===== src/rtl/pmw_pkg.sv =====
package pmw_pkg;

    typedef enum logic [1:0] {
        PM_RUN  = 2'b00,
        PM_WAIT = 2'b01,
        PM_STOP = 2'b10
    } pm_state_e;

    typedef enum logic [1:0] {
        WM_WAIT_CLK   = 2'b00,
        WM_WAIT_NOCLK = 2'b01,
        WM_STOP       = 2'b10
    } wake_mode_e;

    typedef enum logic [1:0] {
        SC_NEVER  = 2'b00,
        SC_ALWAYS = 2'b01,
        SC_ADC    = 2'b10,
        SC_QUAL   = 2'b11
    } src_class_e;

    typedef struct packed {
        logic       sub_sel;
        logic       div8;
        logic [1:0] ratio;
    } clk_cfg_t;

    localparam clk_cfg_t CFG_RESET = '{sub_sel: 1'b0, div8: 1'b1, ratio: 2'b00};

    // Fixed source map: DMA, converter, serial/timer, then pin-type sources.
    function automatic src_class_e src_class(input int idx);
        if (idx < 2)      return SC_NEVER;
        else if (idx == 2) return SC_ADC;
        else if (idx < 6) return SC_QUAL;
        else              return SC_ALWAYS;
    endfunction

    function automatic logic class_allows(input src_class_e c, input wake_mode_e m,
                                          input logic q);
        case (c)
            SC_ALWAYS: return 1'b1;
            SC_ADC:    return (m == WM_WAIT_CLK) && q;
            SC_QUAL:   return (m == WM_WAIT_CLK) || q;
            default:   return 1'b0;
        endcase
    endfunction

endpackage


===== src/rtl/pmw_wake_filter.sv =====
module pmw_wake_filter
    import pmw_pkg::*;
#(
    parameter int NUM_SRC = 8,
    parameter int PRIO_W  = 3
) (
    input  logic [NUM_SRC-1:0]        irq_req,
    input  logic [NUM_SRC*PRIO_W-1:0] irq_prio,
    input  logic [NUM_SRC-1:0]        irq_qual,
    input  logic [PRIO_W-1:0]         cpu_ipl,
    input  logic                      irq_en,
    input  wake_mode_e                mode,
    output logic [NUM_SRC-1:0]        elig
);

    for (genvar i = 0; i < NUM_SRC; i++) begin : g_src
        localparam src_class_e CLS = src_class(i);
        logic [PRIO_W-1:0] prio_i;
        assign prio_i  = irq_prio[i*PRIO_W +: PRIO_W];
        assign elig[i] = irq_req[i] && irq_en && (prio_i > cpu_ipl)
                         && class_allows(CLS, mode, irq_qual[i]);
    end

endmodule


===== src/rtl/pmw_prio_pick.sv =====
module pmw_prio_pick #(
    parameter int NUM_SRC = 8,
    parameter int PRIO_W  = 3,
    localparam int IDW    = (NUM_SRC > 1) ? $clog2(NUM_SRC) : 1
) (
    input  logic [NUM_SRC-1:0]        elig,
    input  logic [NUM_SRC*PRIO_W-1:0] irq_prio,
    output logic                      win_valid,
    output logic [IDW-1:0]            win_id
);

    logic [PRIO_W-1:0] best_prio;

    always_comb begin
        win_valid = 1'b0;
        win_id    = '0;
        best_prio = '0;
        for (int i = 0; i < NUM_SRC; i++) begin
            if (elig[i] && (!win_valid || irq_prio[i*PRIO_W +: PRIO_W] > best_prio)) begin
                win_valid = 1'b1;
                win_id    = IDW'(i);
                best_prio = irq_prio[i*PRIO_W +: PRIO_W];
            end
        end
    end

endmodule


===== src/rtl/pmw_clk_cfg.sv =====
module pmw_clk_cfg
    import pmw_pkg::*;
(
    input  logic     clk,
    input  logic     rst,
    input  logic     wr_en,
    input  clk_cfg_t wr_data,
    input  logic     stop_enter,
    output clk_cfg_t cfg_q
);

    always_ff @(posedge clk) begin
        if (rst) begin
            cfg_q <= CFG_RESET;
        end else if (stop_enter) begin
            if (!cfg_q.sub_sel) cfg_q.div8 <= 1'b1;
        end else if (wr_en) begin
            cfg_q <= wr_data;
        end
    end


    sub_stop_hold_chk: assert property (@(posedge clk) disable iff (rst)
        (stop_enter && cfg_q.sub_sel) |=> $stable(cfg_q));

endmodule


===== src/rtl/pmw_wake_ctrl.sv =====
module pmw_wake_ctrl
    import pmw_pkg::*;
#(
    parameter int NUM_SRC = 8,
    parameter int PRIO_W  = 3,
    localparam int IDW    = (NUM_SRC > 1) ? $clog2(NUM_SRC) : 1
) (
    input  logic                      clk,
    input  logic                      rst,
    input  logic                      wait_req,
    input  logic                      stop_req,
    input  logic                      periph_stop_wait,
    input  logic                      cfg_we,
    input  logic                      cfg_wr_sub,
    input  logic                      cfg_wr_div8,
    input  logic [1:0]                cfg_wr_ratio,
    input  logic [NUM_SRC-1:0]        irq_req,
    input  logic [NUM_SRC*PRIO_W-1:0] irq_prio,
    input  logic [NUM_SRC-1:0]        irq_qual,
    input  logic [PRIO_W-1:0]         cpu_ipl,
    input  logic                      irq_en,
    output logic [1:0]                pwr_state,
    output logic                      clk_gate_en,
    output logic                      periph_clk_en,
    output logic                      cfg_sub,
    output logic                      cfg_div8,
    output logic [1:0]                cfg_ratio,
    output logic                      wake_ack,
    output logic [IDW-1:0]            wake_id
);

    pm_state_e          state_q, state_d;
    wake_mode_e         mode_q, mode_c;
    clk_cfg_t           cfg_q, cfg_wdata;
    logic [NUM_SRC-1:0] elig;
    logic               win_valid;
    logic [IDW-1:0]     win_id;
    logic               in_run, refused, req_ok, stop_enter, take_wake, cfg_wr_ok;
    logic               ack_q;
    logic [IDW-1:0]     id_q;

    assign in_run  = (state_q == PM_RUN);
    assign refused = wait_req && !stop_req && periph_stop_wait && cfg_q.sub_sel;
    assign req_ok  = in_run && (stop_req || (wait_req && !refused));

    always_comb begin
        if (in_run)
            mode_c = stop_req ? WM_STOP : (periph_stop_wait ? WM_WAIT_NOCLK : WM_WAIT_CLK);
        else
            mode_c = mode_q;
    end

    pmw_wake_filter #(.NUM_SRC(NUM_SRC), .PRIO_W(PRIO_W)) u_filter (
        .irq_req (irq_req),
        .irq_prio(irq_prio),
        .irq_qual(irq_qual),
        .cpu_ipl (cpu_ipl),
        .irq_en  (irq_en),
        .mode    (mode_c),
        .elig    (elig)
    );

    pmw_prio_pick #(.NUM_SRC(NUM_SRC), .PRIO_W(PRIO_W)) u_pick (
        .elig     (elig),
        .irq_prio (irq_prio),
        .win_valid(win_valid),
        .win_id   (win_id)
    );

    assign take_wake  = win_valid && (req_ok || !in_run);
    assign stop_enter = req_ok && stop_req && !win_valid;
    assign cfg_wr_ok  = cfg_we && in_run && !wait_req && !stop_req;
    assign cfg_wdata  = '{sub_sel: cfg_wr_sub, div8: cfg_wr_div8, ratio: cfg_wr_ratio};

    pmw_clk_cfg u_cfg (
        .clk       (clk),
        .rst       (rst),
        .wr_en     (cfg_wr_ok),
        .wr_data   (cfg_wdata),
        .stop_enter(stop_enter),
        .cfg_q     (cfg_q)
    );

    always_comb begin
        state_d = state_q;
        if (take_wake)
            state_d = PM_RUN;
        else if (req_ok)
            state_d = stop_req ? PM_STOP : PM_WAIT;
    end

    always_ff @(posedge clk) begin
        if (rst) begin
            state_q <= PM_RUN;
            mode_q  <= WM_WAIT_CLK;
            ack_q   <= 1'b0;
            id_q    <= '0;
        end else begin
            state_q <= state_d;
            ack_q   <= take_wake;
            if (req_ok && !win_valid) mode_q <= mode_c;
            if (take_wake)            id_q   <= win_id;
        end
    end

    assign pwr_state     = state_q;
    assign clk_gate_en   = in_run;
    assign periph_clk_en = in_run || (state_q == PM_WAIT && mode_q == WM_WAIT_CLK);
    assign cfg_sub       = cfg_q.sub_sel;
    assign cfg_div8      = cfg_q.div8;
    assign cfg_ratio     = cfg_q.ratio;
    assign wake_ack      = ack_q;
    assign wake_id       = id_q;


    ack_in_run_chk: assert property (@(posedge clk) disable iff (rst)
        wake_ack |-> (pwr_state == PM_RUN));


    no_dma_wake_chk: assert property (@(posedge clk) disable iff (rst)
        wake_ack |-> (wake_id > IDW'(1)));


    ack_needs_enable_chk: assert property (@(posedge clk) disable iff (rst)
        wake_ack |-> $past(irq_en));


    cfg_hold_lowpower_chk: assert property (@(posedge clk) disable iff (rst)
        (state_q != PM_RUN) |=> $stable(cfg_q));


    stop_div8_chk: assert property (@(posedge clk) disable iff (rst)
        (in_run && state_d == PM_STOP && !cfg_q.sub_sel) |=> (cfg_div8 && $stable(cfg_ratio)));


    refuse_stays_run_chk: assert property (@(posedge clk) disable iff (rst)
        (in_run && refused) |=> (pwr_state == PM_RUN && !wake_ack));

endmodule


===== config.mk =====
export PLATFORM = sky130hd
export DESIGN_NAME = pmw_wake_ctrl
export DESIGN_NICKNAME = d
export VERILOG_FILES = /design/src/rtl/pmw_pkg.sv /design/src/rtl/pmw_wake_filter.sv /design/src/rtl/pmw_prio_pick.sv /design/src/rtl/pmw_clk_cfg.sv /design/src/rtl/pmw_wake_ctrl.sv
export SDC_FILE = /design/constraint.sdc
export NUM_CORES = 1
export LEC_CHECK = 0
export BUFFER_PORTS_ARGS = -buffer_cell sky130_fd_sc_hd__buf_4
export CAP_MARGIN = 5
export CELL_PAD_IN_SITES_DETAIL_PLACEMENT = 1
export CELL_PAD_IN_SITES_GLOBAL_PLACEMENT = 2
export CORE_MARGIN = 3
export CORE_UTILIZATION = 31
export DETAILED_ROUTE_END_ITERATION = 8
export PLACE_DENSITY = 0.9
export SLEW_MARGIN = 20
export SYNTH_ARGS = -nofsm -noshare
export SYNTH_HDL_FRONTEND = slang
export SYNTH_HIERARCHICAL = 1
export SYNTH_SLANG_ARGS = --single-unit

===== constraint.sdc =====
create_clock -name clk -period 23.4 [get_ports clk]
set_input_delay 7.02 -clock clk [delete_from_list [all_inputs] [get_ports clk]]
set_output_delay 7.02 -clock clk [all_outputs]
set_load 0.03 [all_outputs]

# Yosys cells after proc, flatten, opt, wreduce, memory -nomap -nowiden
# Cells that the tools add are included.
[op_classes] magnitude_cmp=11 eq_ne=2 mux=24 bitwise=1 n_reduce_logical=63
[ops] op="1-bit logical AND" n=35
[ops] op="3-bit > comparator" n=11
[ops] op="3-bit 2-to-1 mux" n=10
[ops] op="1-bit logical OR" n=11
[ops] op="1-bit logical NOT" n=10
[ops] op="2-bit 2-to-1 mux" n=5
[ops] op="1-bit 2-to-1 mux" n=9
[ops] op="2-bit logical NOT" n=3
[ops] op="2-bit AND reduction" n=2
[ops] op="2-bit by 1-bit equality test with 1-bit output, second input constant" n=1
[ops] op="2-bit inequality test, second input constant" n=1
[ops] op="2-bit nonzero test" n=1
[ops] op="2-bit OR reduction" n=1
[ops] op="1-bit inverter" n=1
[totals] regBits=12 in_bits=54 output_inout_bits=12 wordCells=108

# Longest topological paths before layout
# Gate-level depths: netlist of run 1.
[depth] depth_word=31 depth_mapped=48 mapped_depth_nobuf=45

# By module
# Netlist of run 1, hierarchy kept.
[modules_own_cells] mod="pmw_prio_pick" instances=1 cells_each=138 area_per_inst_um2=1022.2 seq_area_each_um2=0.0
[modules_own_cells] mod="pmw_wake_filter" instances=1 cells_each=66 area_per_inst_um2=486.7 seq_area_each_um2=0.0
[modules_own_cells] mod="pmw_wake_ctrl" instances=1 cells_each=47 area_per_inst_um2=396.6 seq_area_each_um2=160.2
[modules_own_cells] mod="pmw_clk_cfg" instances=1 cells_each=16 area_per_inst_um2=155.1 seq_area_each_um2=80.1

# Worst setup path before layout of run 1
# No wires, ideal clock.
[synth_path] kind="input-to-reg" from="input stop_req" to="register id_q[2], in the netlist wake_id[2]" setup_time_ns=0.123 arrival_ns=14.223 t_required_ns=23.277 slack_ns=9.054 stages=41 n_path_buf=2 path_cell_list="buf_2 -> mux2_2 -> nor2_4 -> nand4_1 -> a211oi_2 -> o21a_4 -> o32ai_2 -> ha_1 -> nand2_1 -> o21ai_0 -> a22o_1 -> buf_2 -> mux2_2 -> ha_1 -> nand3_1 -> o211ai_1 -> or2_2 -> a32oi_1 -> [... 5 more ...] -> nor2_1 -> a21o_1 -> ha_1 -> nor2b_1 -> o21ai_0 -> a21oi_1 -> a21oi_1 -> nand2_1 -> o221ai_1 -> ha_1 -> nor2b_1 -> o21ai_0 -> a32oi_1 -> o21ai_0 -> and2_1 -> nand4_1 -> nand2_1 -> mux2i_1"
[synth_via] word_cells_on_any_way=56 classes_between="order compare (5); mux (17); reduce/logical (34)"
[synth_rtl] item="start: declaration" line_no="pmw_wake_ctrl.sv:11" text="input logic stop_req,"
[synth_rtl] item="2-bit 2-to-1 mux (*)" line_no="pmw_wake_ctrl.sv:48" text="mode_c = stop_req ? WM_STOP : (periph_stop_wait ? WM_WAIT_NOCLK : WM_WAIT_CLK);"
[synth_rtl] item="2-bit 2-to-1 mux (*)" line_no="pmw_wake_ctrl.sv:47" text="if (in_run)"
[synth_rtl] item="named net mode_c[1]" line_no="pmw_wake_ctrl.sv:33" text="wake_mode_e mode_q, mode_c;"
[synth_rtl] item="2-bit logical NOT (*)" line_no="pmw_pkg.sv:42" text="SC_ADC: return (m == WM_WAIT_CLK) && q;"
[synth_rtl] item="1-bit logical AND (*)" line_no="pmw_pkg.sv:42"
[synth_rtl] item="1-bit logical AND (*)" line_no="pmw_wake_filter.sv:21" text="&& class_allows(CLS, mode, irq_qual[i]);"
[synth_rtl] item="named net elig[2]" line_no="pmw_wake_ctrl.sv:35" text="logic [NUM_SRC-1:0] elig;"
[synth_rtl] item="3-bit 2-to-1 mux or 1-bit 2-to-1 mux (tied branches)" line_no="pmw_prio_pick.sv:19" text="if (elig[i] && (!win_valid || irq_prio[i*PRIO_W +: PRIO_W] > best_prio)) begin"
[synth_rtl] item="[... 13 more ...]"
[synth_rtl] item="1-bit logical OR" line_no="pmw_prio_pick.sv:19"
[synth_rtl] item="1-bit logical AND" line_no="pmw_prio_pick.sv:19"
[synth_rtl] item="3-bit 2-to-1 mux or 1-bit 2-to-1 mux (tied branches)" line_no="pmw_prio_pick.sv:19"
[synth_rtl] item="3-bit > comparator or 1-bit logical NOT (tied branches)" line_no="pmw_prio_pick.sv:19"
[synth_rtl] item="1-bit logical OR" line_no="pmw_prio_pick.sv:19"
[synth_rtl] item="1-bit logical AND" line_no="pmw_prio_pick.sv:19"
[synth_rtl] item="3-bit 2-to-1 mux (*)" line_no="pmw_prio_pick.sv:19"
[synth_rtl] item="named net win_id[2]" line_no="pmw_wake_ctrl.sv:37" text="logic [IDW-1:0] win_id;"
[synth_rtl] item="end signal: assignment" line_no="pmw_wake_ctrl.sv:102" text="if (take_wake) id_q <= win_id;"
[synth_rtl] item="end: declaration" line_no="pmw_wake_ctrl.sv:40" text="logic [IDW-1:0] id_q;"
# The timed path passes the listed nets; every way through them passes the cells marked *.
# A chain may end at the register's enable or synchronous reset.

# Worst setup path in the final report of run 1
[layout_path] from="input stop_req" to="register id_q[1], in the netlist wake_id[1]"
# The elaborated chain is that of the path after synthesis.

==> flow_summary.ini, run 1 <==
[yosys]
synth.cells.most_frequent = ha_1, inv_1, nor2_1, a21oi_1, nand2_1
synth_fa_ha_area_share_pct = 23.7
synthMostInstantiatedCell = ha_1
synth_simple_gate_area_share_pct = 23.9
ys_async_sr_fraction_pct = 0
ys_dominant_reg_cell = dfxtp_1
synth_edf_count = 0
synth_top_family_by_area = compound AO/OA/AOI/OAI gates
synth_xor_xnor_area_share_pct = 0
synth_compound_area_share_pct = 28.6
yosys_register_bits = 12
part_of_the_yosys_area_used_for_sequential_elements_pct = 11.7
yosys_warnings = 6
yosys-top-cells-area = ha_1, dfxtp_1, inv_1
synth.cell_area_um2 = 2060
syn-mean-instance-area_um2 = 7.72
synth_cells = 267
post_synth_mux_area_share_pct = 4.01
netlist.top_cell.by_area = ha_1
yosys.area.top_type_share_pct = 23.7
netlist-cell-type-count = 54

[clock_tree]
tritoncts_clock_tree = done
cts.repair.resized = 0
cts_made_buffers = 3
clock-root-buffer = clkbuf_8
clock_tree.buffer_depth = 2
clk_transition_reported_paths_ns = 0.05
clock_insertion_delay_at_the_later_pin_of_the_skew_report_ns = 0.24
cts_max_level = 1
hold_buffers = 0
postCtsSetupRepairBufs = 0
cts.sink_count = 12

[pwr]
peakVddDrop_v = 0.0000285
power.share.combinational_pct = 54.8
switching_part_of_the_total_pct = 37.8
power.sequential.fraction_pct = 22.6
p_int_uw = 62.6
cellLeakagePower_nw = 1.24
power.share.clock_pct = 22.6
power_per_cell_area_nw_per_um2 = 38.6
power_switching_uw = 38.1

[worst_setup_path]
worstPathRequired_ns = 23.52
critical_path.top_delay_family = compound AO/OA/AOI/OAI gates
cp_num_buf_inv = 1
timing.critical_path.slowest_cell_delay_ns = 0.52
worst_ep_arrival_time_ns = 15.49
crit_type = in -> reg
start_kind = input port
critPathCaptureType = register
critical_path.max_fanout = 12
worst_path_cell_with_the_longest_stage_delay = a211oi_2

[timing]
grt_setup_unrepaired = false
timing.max_slew.rel_slack_pct = 58.9
finalSetupViolations = 0
hold_viol = 0
period_minus_slack_ns = 15.37
layout_setup_ws_ns = 8.03
finalSetupTns_ns = 0
min_period_over_period_pct = 65.7
fmax_ghz = 0.0651
drv_slew = 0
clock_skew_ns = 0.00329
max_slew.worst_pin.slew_ns = 0.617

[floorplanning]
core_um2 = 6390
die-area_um2 = 7660
die_w_um = 87.5
floorplan.io_pins = 66
die_y_um = 87.5
rows = 29
effective_utilization_at_floorplan_pct = 32.3

[routing]
routed_wire_length_per_instance_um = 15.1
postRouteWirelength_mm = 6.06
antenna_viol_nets_final = 0
vias = 2137
drt_first_iter_violations = 58
post-route-drc-count = 0
drt_pre_antenna_iters = 4
viasPerCell = 5.33

[cells_and_area]
footprint_of_the_flip_flops_and_latches_um2 = 240
finalNetCount = 418
final_cells = 401
multi_input_gate_area_um2 = 1660
num_antenna_cells = 0
fillCellCount = 813
area_growth_syn_to_layout_pct = 26.5
drive_above_1_share_pct = 25.0

[global_routing]
first_pass_grt_wire_length_mm = 10.2
grt_remaining_overflow = 0
pin_count_of_the_biggest_net_entering_global_routing = 13
first_global_vias = 2216
antenna_found_initial = 0
track_usage_pct = 16.1

[place]
post-place-ws_ns = 7.83
post-dp-hpwl_mm = 5.13
routabilityCongestion = 0.815
numPlacedInstances = 397
placement.io_buffers = 59

[outcome]
status = finished clean

[min_path]
min_path_type = reg -> reg

[run]
maxCapViolations = 0
## power by group through the flow
stage / clock, mW / combinational, mW / sequential [mW]
6_report: 0.0227 / 0.0552 / 0.0227
5_1_grt: 0.0239 / 0.0631 / 0.0229
3_3_place_gp: 0 / 0.0531 / 0.0232
4_1_cts: 0.0228 / 0.0554 / 0.0227
2_1_floorplan: 0 / 0.0353 / 0.0250
3_5_place_dp: 0 / 0.0550 / 0.0232
## kinds of logic after synthesis
kind of cell,count (synthesis)
flops,12
fa+ha+maj,39
compound gates,77
simple gates,93
other cells,1
mux,8
buf+inv,37
## layout by cell type (no fill, tap or decap), types with 3 or more instances in the layout
cell type	n
nand2_1	17
o21ai_0	15
a32oi_1	3
or2_2	3
ha_1	39
nand3_1	13
o21a_1	4
buf_4	59
dfxtp_1	12
mux2i_1	6
and2_1	5
nor2b_1	13
nor2_1	22
nand2b_1	4
o2111ai_1	6
inv_1	29
o211ai_1	3
a21o_1	4
a21oi_1	17
nor3_1	5
clkbuf_8	4
## state kept, by name, summed over array words and instances, names as in the netlist
| register | flops |
|---|---|
| wake_ack | 1 |
| mode_q | 2 |
| wake_id | 3 |
| u_cfg/cfg_q | 4 |
| pwr_state | 2 |
## layer usage
metal	part of all wire, %	up-vias	global-route usage [%]	routed length (um)
li1	-	1090	-	-
met1	47	1009	22.5	2860
met2	49	36	27.9	2950
met3	3.9	2	1.13	239
met4	0.18	0	1.95	11
met5	0	-	0	0
## worst reg2reg max path: cells and delay by family (launching register included)
kind / cells / cell delay [ns]
AOI/OAI and AO/OA: 19 / 4.38
adders and majority gates: 5 / 1.41
DFF: 1 / 0.39
muxes: 3 / 0.86
and+or+nand+nor: 13 / 2.06
## final cells by class
cell class	instances	share of cell area (%)
Clock buffer	4	2.11
Inverter	30	4.32
Timing Repair Buffer	59	17.0
Sequential cell	12	9.22
Multi-Input combinational cell	219	63.7
Tap cell	77	3.70
## worst paths after layout
| check | startpoint | to | slack [ns] | cells after the start |
|---|---|---|---|---|
| max | stop_req | wake_id[1] | 8.03 | 40 |
| min | wake_id[1] | wake_id[1] | 0.47 | 2 |
| max reg2reg | pwr_state[1] | wake_id[1] | 14.19 | 40 |
| min reg2reg | wake_id[1] | wake_id[1] | 0.47 | 2 |
## through the flow
stage	total power [mW]	hold WS, ns	instance area, um2	utilization [%]
after global routing	0.110	0.491	2610	40.8
after detailed placement	0.0782	0.468	2550	39.9
final	0.101	0.471	2610	40.8
after floorplan	0.0604	0.488	2060	-
after CTS	0.101	0.475	2610	40.8
after global placement	0.0762	0.453	2550	39.9
Note: power is estimated with default switching activity, not from simulation.
==> run 2, diff against run 1 <==
--- a/config.mk
+++ b/config.mk
@@ -10,9 +10,9 @@
 export CELL_PAD_IN_SITES_DETAIL_PLACEMENT = 1
 export CELL_PAD_IN_SITES_GLOBAL_PLACEMENT = 2
 export CORE_MARGIN = 3
-export CORE_UTILIZATION = 31
+export CORE_UTILIZATION = 26
 export DETAILED_ROUTE_END_ITERATION = 8
-export PLACE_DENSITY = 0.9
+export PLACE_DENSITY = 0.81
 export SLEW_MARGIN = 20
 export SYNTH_ARGS = -nofsm -noshare
 export SYNTH_HDL_FRONTEND = slang
==> constraint.sdc (replaced) <==
create_clock -name clk -period 12.3 [get_ports clk]
set_input_delay 3.69 -clock clk [delete_from_list [all_inputs] [get_ports clk]]
set_output_delay 3.69 -clock clk [all_outputs]
set_load 0.03 [all_outputs]
==> flow_summary.ini, run 2 (synthesis results as in run 1) <==
[routing]
viasPerCell = 5.00
vias = 2137
highest_routed_layer = met4
drt_pre_antenna_iters = 4
routed-wl-met2_mm = 2.94
met3WireLength_um = 217
antenna_viol_nets_final = 0
postRouteWirelength_mm = 6.31
post-route-drc-count = 0
drt_first_iter_violations = 42
route.layer.met1.wl_mm = 3.14
routed_wire_length_per_instance_um = 14.8

[timing]
drv_slew = 0
finalSetupTns_ns = 0
finalSetupViolations = 0
grt_setup_unrepaired = false
clock_skew_ns = 0.000724
min_period_over_period_pct = 93.8
hold_viol = 0
period_minus_slack_ns = 11.53
finalHoldWorstSlack_ns = 0.466
fmax_ghz = 0.0867

[worst_setup_path]
start_kind = input port
critPathCaptureType = register
worst_ep_arrival_time_ns = 11.66
crit_type = in -> reg
worstPathRequired_ns = 12.42
critical-path-top-cell-by-count = ha_1
worst_path_cell_with_the_longest_stage_delay = o32ai_2
critical_path.max_fanout = 12
timing.critical_path.slowest_cell_delay_ns = 0.45

[global_routing]
antenna_found_initial = 0
first_global_vias = 2164
track_usage_pct = 14.1
first_pass_grt_wire_length_mm = 10.3
grt_remaining_overflow = 0
pin_count_of_the_biggest_net_entering_global_routing = 13

[pwr]
power.share.clock_pct = 22.4
p_int_uw = 120
switching_part_of_the_total_pct = 37.9
report.power.total_uw = 193
power.share.combinational_pct = 55.3
power_per_cell_area_nw_per_um2 = 72.2
peakVddDrop_v = 0.0000249
power_switching_uw = 73.1
power.sequential.fraction_pct = 22.3
cellLeakagePower_nw = 1.26

[cells_and_area]
num_antenna_cells = 0
finish.utilization_pct = 35.7
registers.top_by_ff_count = u_cfg/cfg_q
mostFrequentLayoutCells = buf_4, ha_1, inv_1
largest_register_ffs = 4
mostFrequentLayoutCell = buf_4
drive_above_1_share_pct = 26.2
area_growth_syn_to_layout_pct = 29.7
finalNetCount = 422

[floorplanning]
die-area_um2 = 9030
die_w_um = 95.0
rows = 31
die_y_um = 95.0
core_um2 = 7490
floorplan.io_pins = 66
effective_utilization_at_floorplan_pct = 27.5

[place]
post-dp-hpwl_mm = 5.52
routabilityCongestion = 0.793
placement.io_buffers = 59

[clock_tree]
tritoncts_clock_tree = done
clock_tree.buffer_depth = 2
cts.repair.resized = 0
clock-root-buffer = clkbuf_8
cts.sink_count = 12
clock_insertion_delay_at_the_later_pin_of_the_skew_report_ns = 0.24
hold_buffers = 0
postCtsSetupRepairBufs = 0
cts_max_level = 1
clk_transition_reported_paths_ns = 0.05
cts_made_buffers = 3

[min_path]
min_path_type = reg -> reg

[outcome]
status = finished clean

[run]
maxCapViolations = 0
run 2: changes by cell type in the layout (fill, tap and decap cells not counted):
cell	before	now
a211oi_4	0	1
a311o_2	0	1
a311o_1	1	0
a211oi_2	2	1
buf_4	59	63
run 2: per-stage QoR:
step           cell area [um2]  setup slack (ns)  cells
6_report                  2670             0.766    427
2_1_floorplan             2060              1.28    268
4_1_cts                   2660             0.495    427
3_3_place_gp              2610             0.421    423
3_5_place_dp              2610             0.277    423
5_1_grt                   2670            0.0304    427
run 2: cell type report:
| cell class | count | area (um2) |
|---|---|---|
| clock buffer | 4 | 55.1 |
| tap | 99 | 124 |
| fill | 933 | 4810 |
| multi-input combinational | 219 | 1670 |
| timing repair buffer | 63 | 473 |
| sequential | 12 | 240 |
| inverter | 30 | 113 |
run 2: per-layer routing:
metal,vias to the layer above,track usage (%)
li1,1093,-
met1,1009,19.4
met2,33,24.7
met3,2,1.34
met4,0,1.44
met5,-,0
run 2: worst paths after layout:
path	startpoint	slack (ns)	cells past startpoint	to
setup / recovery	stop_req	0.77	41	wake_id[2]
setup reg to reg	pwr_state[1]	3.60	41	wake_id[2]
hold / removal	wake_id[1]	0.47	2	wake_id[1]
hold reg to reg	wake_id[1]	0.47	2	wake_id[1]
run 2: power by group through the flow:
| stage | combinational (mW) | clock (mW) | sequential (mW) |
|---|---|---|---|
| finish | 0.107 | 0.0432 | 0.0431 |
| global route | 0.121 | 0.0459 | 0.0434 |
| CTS | 0.106 | 0.0437 | 0.0432 |
| detailed placement | 0.106 | 0 | 0.0440 |
| global placement | 0.103 | 0 | 0.0440 |
| floorplan | 0.0672 | 0 | 0.0476 |
run 2: critical path: cells and delay by family:
kind	cells	cell delay, ns
adders and majority gates	5	1.42
muxes	2	0.46
buffers and inverters	2	0.31
and+or+nand+nor	13	1.77
AOI/OAI and AO/OA	19	4.02
==> run 3, diff against run 2 <==
--- a/config.mk
+++ b/config.mk
@@ -7,12 +7,11 @@
 export LEC_CHECK = 0
 export BUFFER_PORTS_ARGS = -buffer_cell sky130_fd_sc_hd__buf_4
 export CAP_MARGIN = 5
-export CELL_PAD_IN_SITES_DETAIL_PLACEMENT = 1
-export CELL_PAD_IN_SITES_GLOBAL_PLACEMENT = 2
 export CORE_MARGIN = 3
-export CORE_UTILIZATION = 26
+export CORE_UTILIZATION = 45
 export DETAILED_ROUTE_END_ITERATION = 8
-export PLACE_DENSITY = 0.81
+export PLACE_DENSITY = 0.78
+export RECOVER_POWER = 25
 export SLEW_MARGIN = 20
 export SYNTH_ARGS = -nofsm -noshare
 export SYNTH_HDL_FRONTEND = slang
==> flow_summary.ini, run 3 (synthesis results as in run 1) <==
[outcome]
status = finished clean

[min_path]
source_of_the_worst_hold_timing_path = wake_id[1]
endpoint_of_the_worst_hold_timing_path = wake_id[1]
timing.hold.worst_path_depth = 2
min_path_type = reg -> reg

[clock_tree]
cts.sink_count = 12
cts_max_level = 1
cts_made_buffers = 3
clk_transition_reported_paths_ns = 0.05
hold_buffers = 0
clock-root-buffer = clkbuf_8
clock_tree.buffer_depth = 2
tritoncts_clock_tree = done
clock_insertion_delay_at_the_later_pin_of_the_skew_report_ns = 0.24

[routing]
postRouteWirelength_mm = 5.30
post-route-drc-count = 0
viasPerCell = 5.60
drt_first_iter_violations = 99
vias = 2104
drt_pre_antenna_iters = 4
routed_wire_length_per_instance_um = 14.1
antenna_viol_nets_final = 0

[pwr]
power.share.clock_pct = 19.1
report.power.total_uw = 181
power.share.combinational_pct = 57.0
peakVddDrop_v = 0.0000367
power.sequential.fraction_pct = 23.8
power_switching_uw = 69.5
power_per_cell_area_nw_per_um2 = 70.5
switching_part_of_the_total_pct = 38.3
p_int_uw = 112
cellLeakagePower_nw = 1.23

[worst_setup_path]
r2r_slack_ns = 3.54
critPathCaptureType = register
worst_ep_arrival_time_ns = 11.72
critical-path-top-cell-by-count = o21ai_0
worst_path_cell_with_the_longest_stage_delay = a211oi_4
start_kind = input port
critical_path.max_fanout = 12
rr_worst_depth = 41
timing.critical_path.slowest_cell_delay_ns = 0.44
worstPathRequired_ns = 12.42
reg2reg_from = pwr_state[1]
crit_type = in -> reg
crit-reg2reg-capture = wake_id[2]

[cells_and_area]
num_antenna_cells = 0
fillCellCount = 390
registers.top_by_ff_count = u_cfg/cfg_q
multi_input_gate_area_um2 = 1670
largest_register_ffs = 4
mostFrequentLayoutCells = buf_4, ha_1, inv_1
drive_above_1_share_pct = 24.2
mostFrequentLayoutCell = buf_4
finalNetCount = 421
area_growth_syn_to_layout_pct = 24.8
footprint_of_the_flip_flops_and_latches_um2 = 240

[timing]
fmax_ghz = 0.0862
period_minus_slack_ns = 11.60
finalSetupTns_ns = 0
min_period_over_period_pct = 94.3
layout_setup_ws_ns = 0.697
clock_skew_ns = 0.000937
finalSetupViolations = 0
grt_setup_unrepaired = false
drv_slew = 0
hold_viol = 0
finalHoldWorstSlack_ns = 0.471

[floorplanning]
core_um2 = 4200
die_y_um = 73.7
die-area_um2 = 5430
floorplan.io_pins = 66
effective_utilization_at_floorplan_pct = 49.0
die_w_um = 73.7
rows = 23

[global_routing]
track_usage_pct = 19.8
first_pass_grt_wire_length_mm = 8.64
pin_count_of_the_biggest_net_entering_global_routing = 13
antenna_found_initial = 0
first_global_vias = 1962
grt_remaining_overflow = 0

[place]
placement.io_buffers = 59
post-dp-hpwl_mm = 4.51
post-place-ws_ns = 0.292
routabilityCongestion = 0.863

[run]
maxCapViolations = 0
-- run 3: cell types whose count changed in the layout (fill, tap and decap cells not counted), sizes merged --
cell / previous run / this run
buf: 63 / 56
clkbuf: 4 / 9
-- run 3: power groups by stage --
stage | Sequential (mW) | Combinational (mW) | Clock [mW]
after global routing | 0.0435 | 0.117 | 0.0366
after detailed placement | 0.0440 | 0.102 | 0
final | 0.0432 | 0.103 | 0.0347
after global placement | 0.0439 | 0.0992 | 0
after CTS | 0.0432 | 0.102 | 0.0352
after floorplan | 0.0476 | 0.0672 | 0
-- run 3: worst max path at each step --
stage              from    endpoint  cells past startpoint
2_1_floorplan  stop_req  wake_id[2]                     41
3_3_place_gp   stop_req  wake_id[2]                     40
3_5_place_dp   stop_req  wake_id[2]                     40
4_1_cts        stop_req  wake_id[2]                     40
5_1_grt        stop_req  wake_id[2]                     41
6_report       stop_req  wake_id[2]                     41
-- run 3: area by class of cell --
cell class,instances,share of cell area [%]
Inverter,30,4.38
Clock buffer,3,1.61
Multi-Input combinational cell,219,65.0
Timing Repair Buffer,62,17.2
Tap cell,50,2.43
Sequential cell,12,9.34
-- run 3: repair_timing --
item / CTS / global route
gates resized for setup: 0 / 3
buffers inserted: 0 / 0
setup endpoints to repair: 0 / 3
hold endpoints to repair: 0 / 0
-- run 3: metal layers --
metal  global-route usage, %  routed length (um)  up-vias
met2                    32.4                2430       43
met3                    2.05                 239        7
met1                    27.9                2590      960
met5                       0                   0        -
met4                    4.63                  44        0
li1                        -                   -     1094
-- run 3: critical path, delay by kind of cell --
| family | cells | cell delay, ns |
|---|---|---|
| AO/OA/AOI/OAI | 18 | 3.75 |
| adder cells (fa/ha/maj) | 5 | 1.48 |
| buffers and inverters | 1 | 0.14 |
| multiplexers | 2 | 0.36 |
| AND/OR/NAND/NOR | 15 | 2.31 |
-- run 3: metrics by stage --
step / std cells / cell area, um2 / utilization (%)
floorplan: 268 / 2060 / -
CTS: 376 / 2580 / 61.4
finish: 376 / 2570 / 61.2
global placement: 373 / 2540 / 60.5
detailed placement: 373 / 2540 / 60.5
global route: 376 / 2570 / 61.2
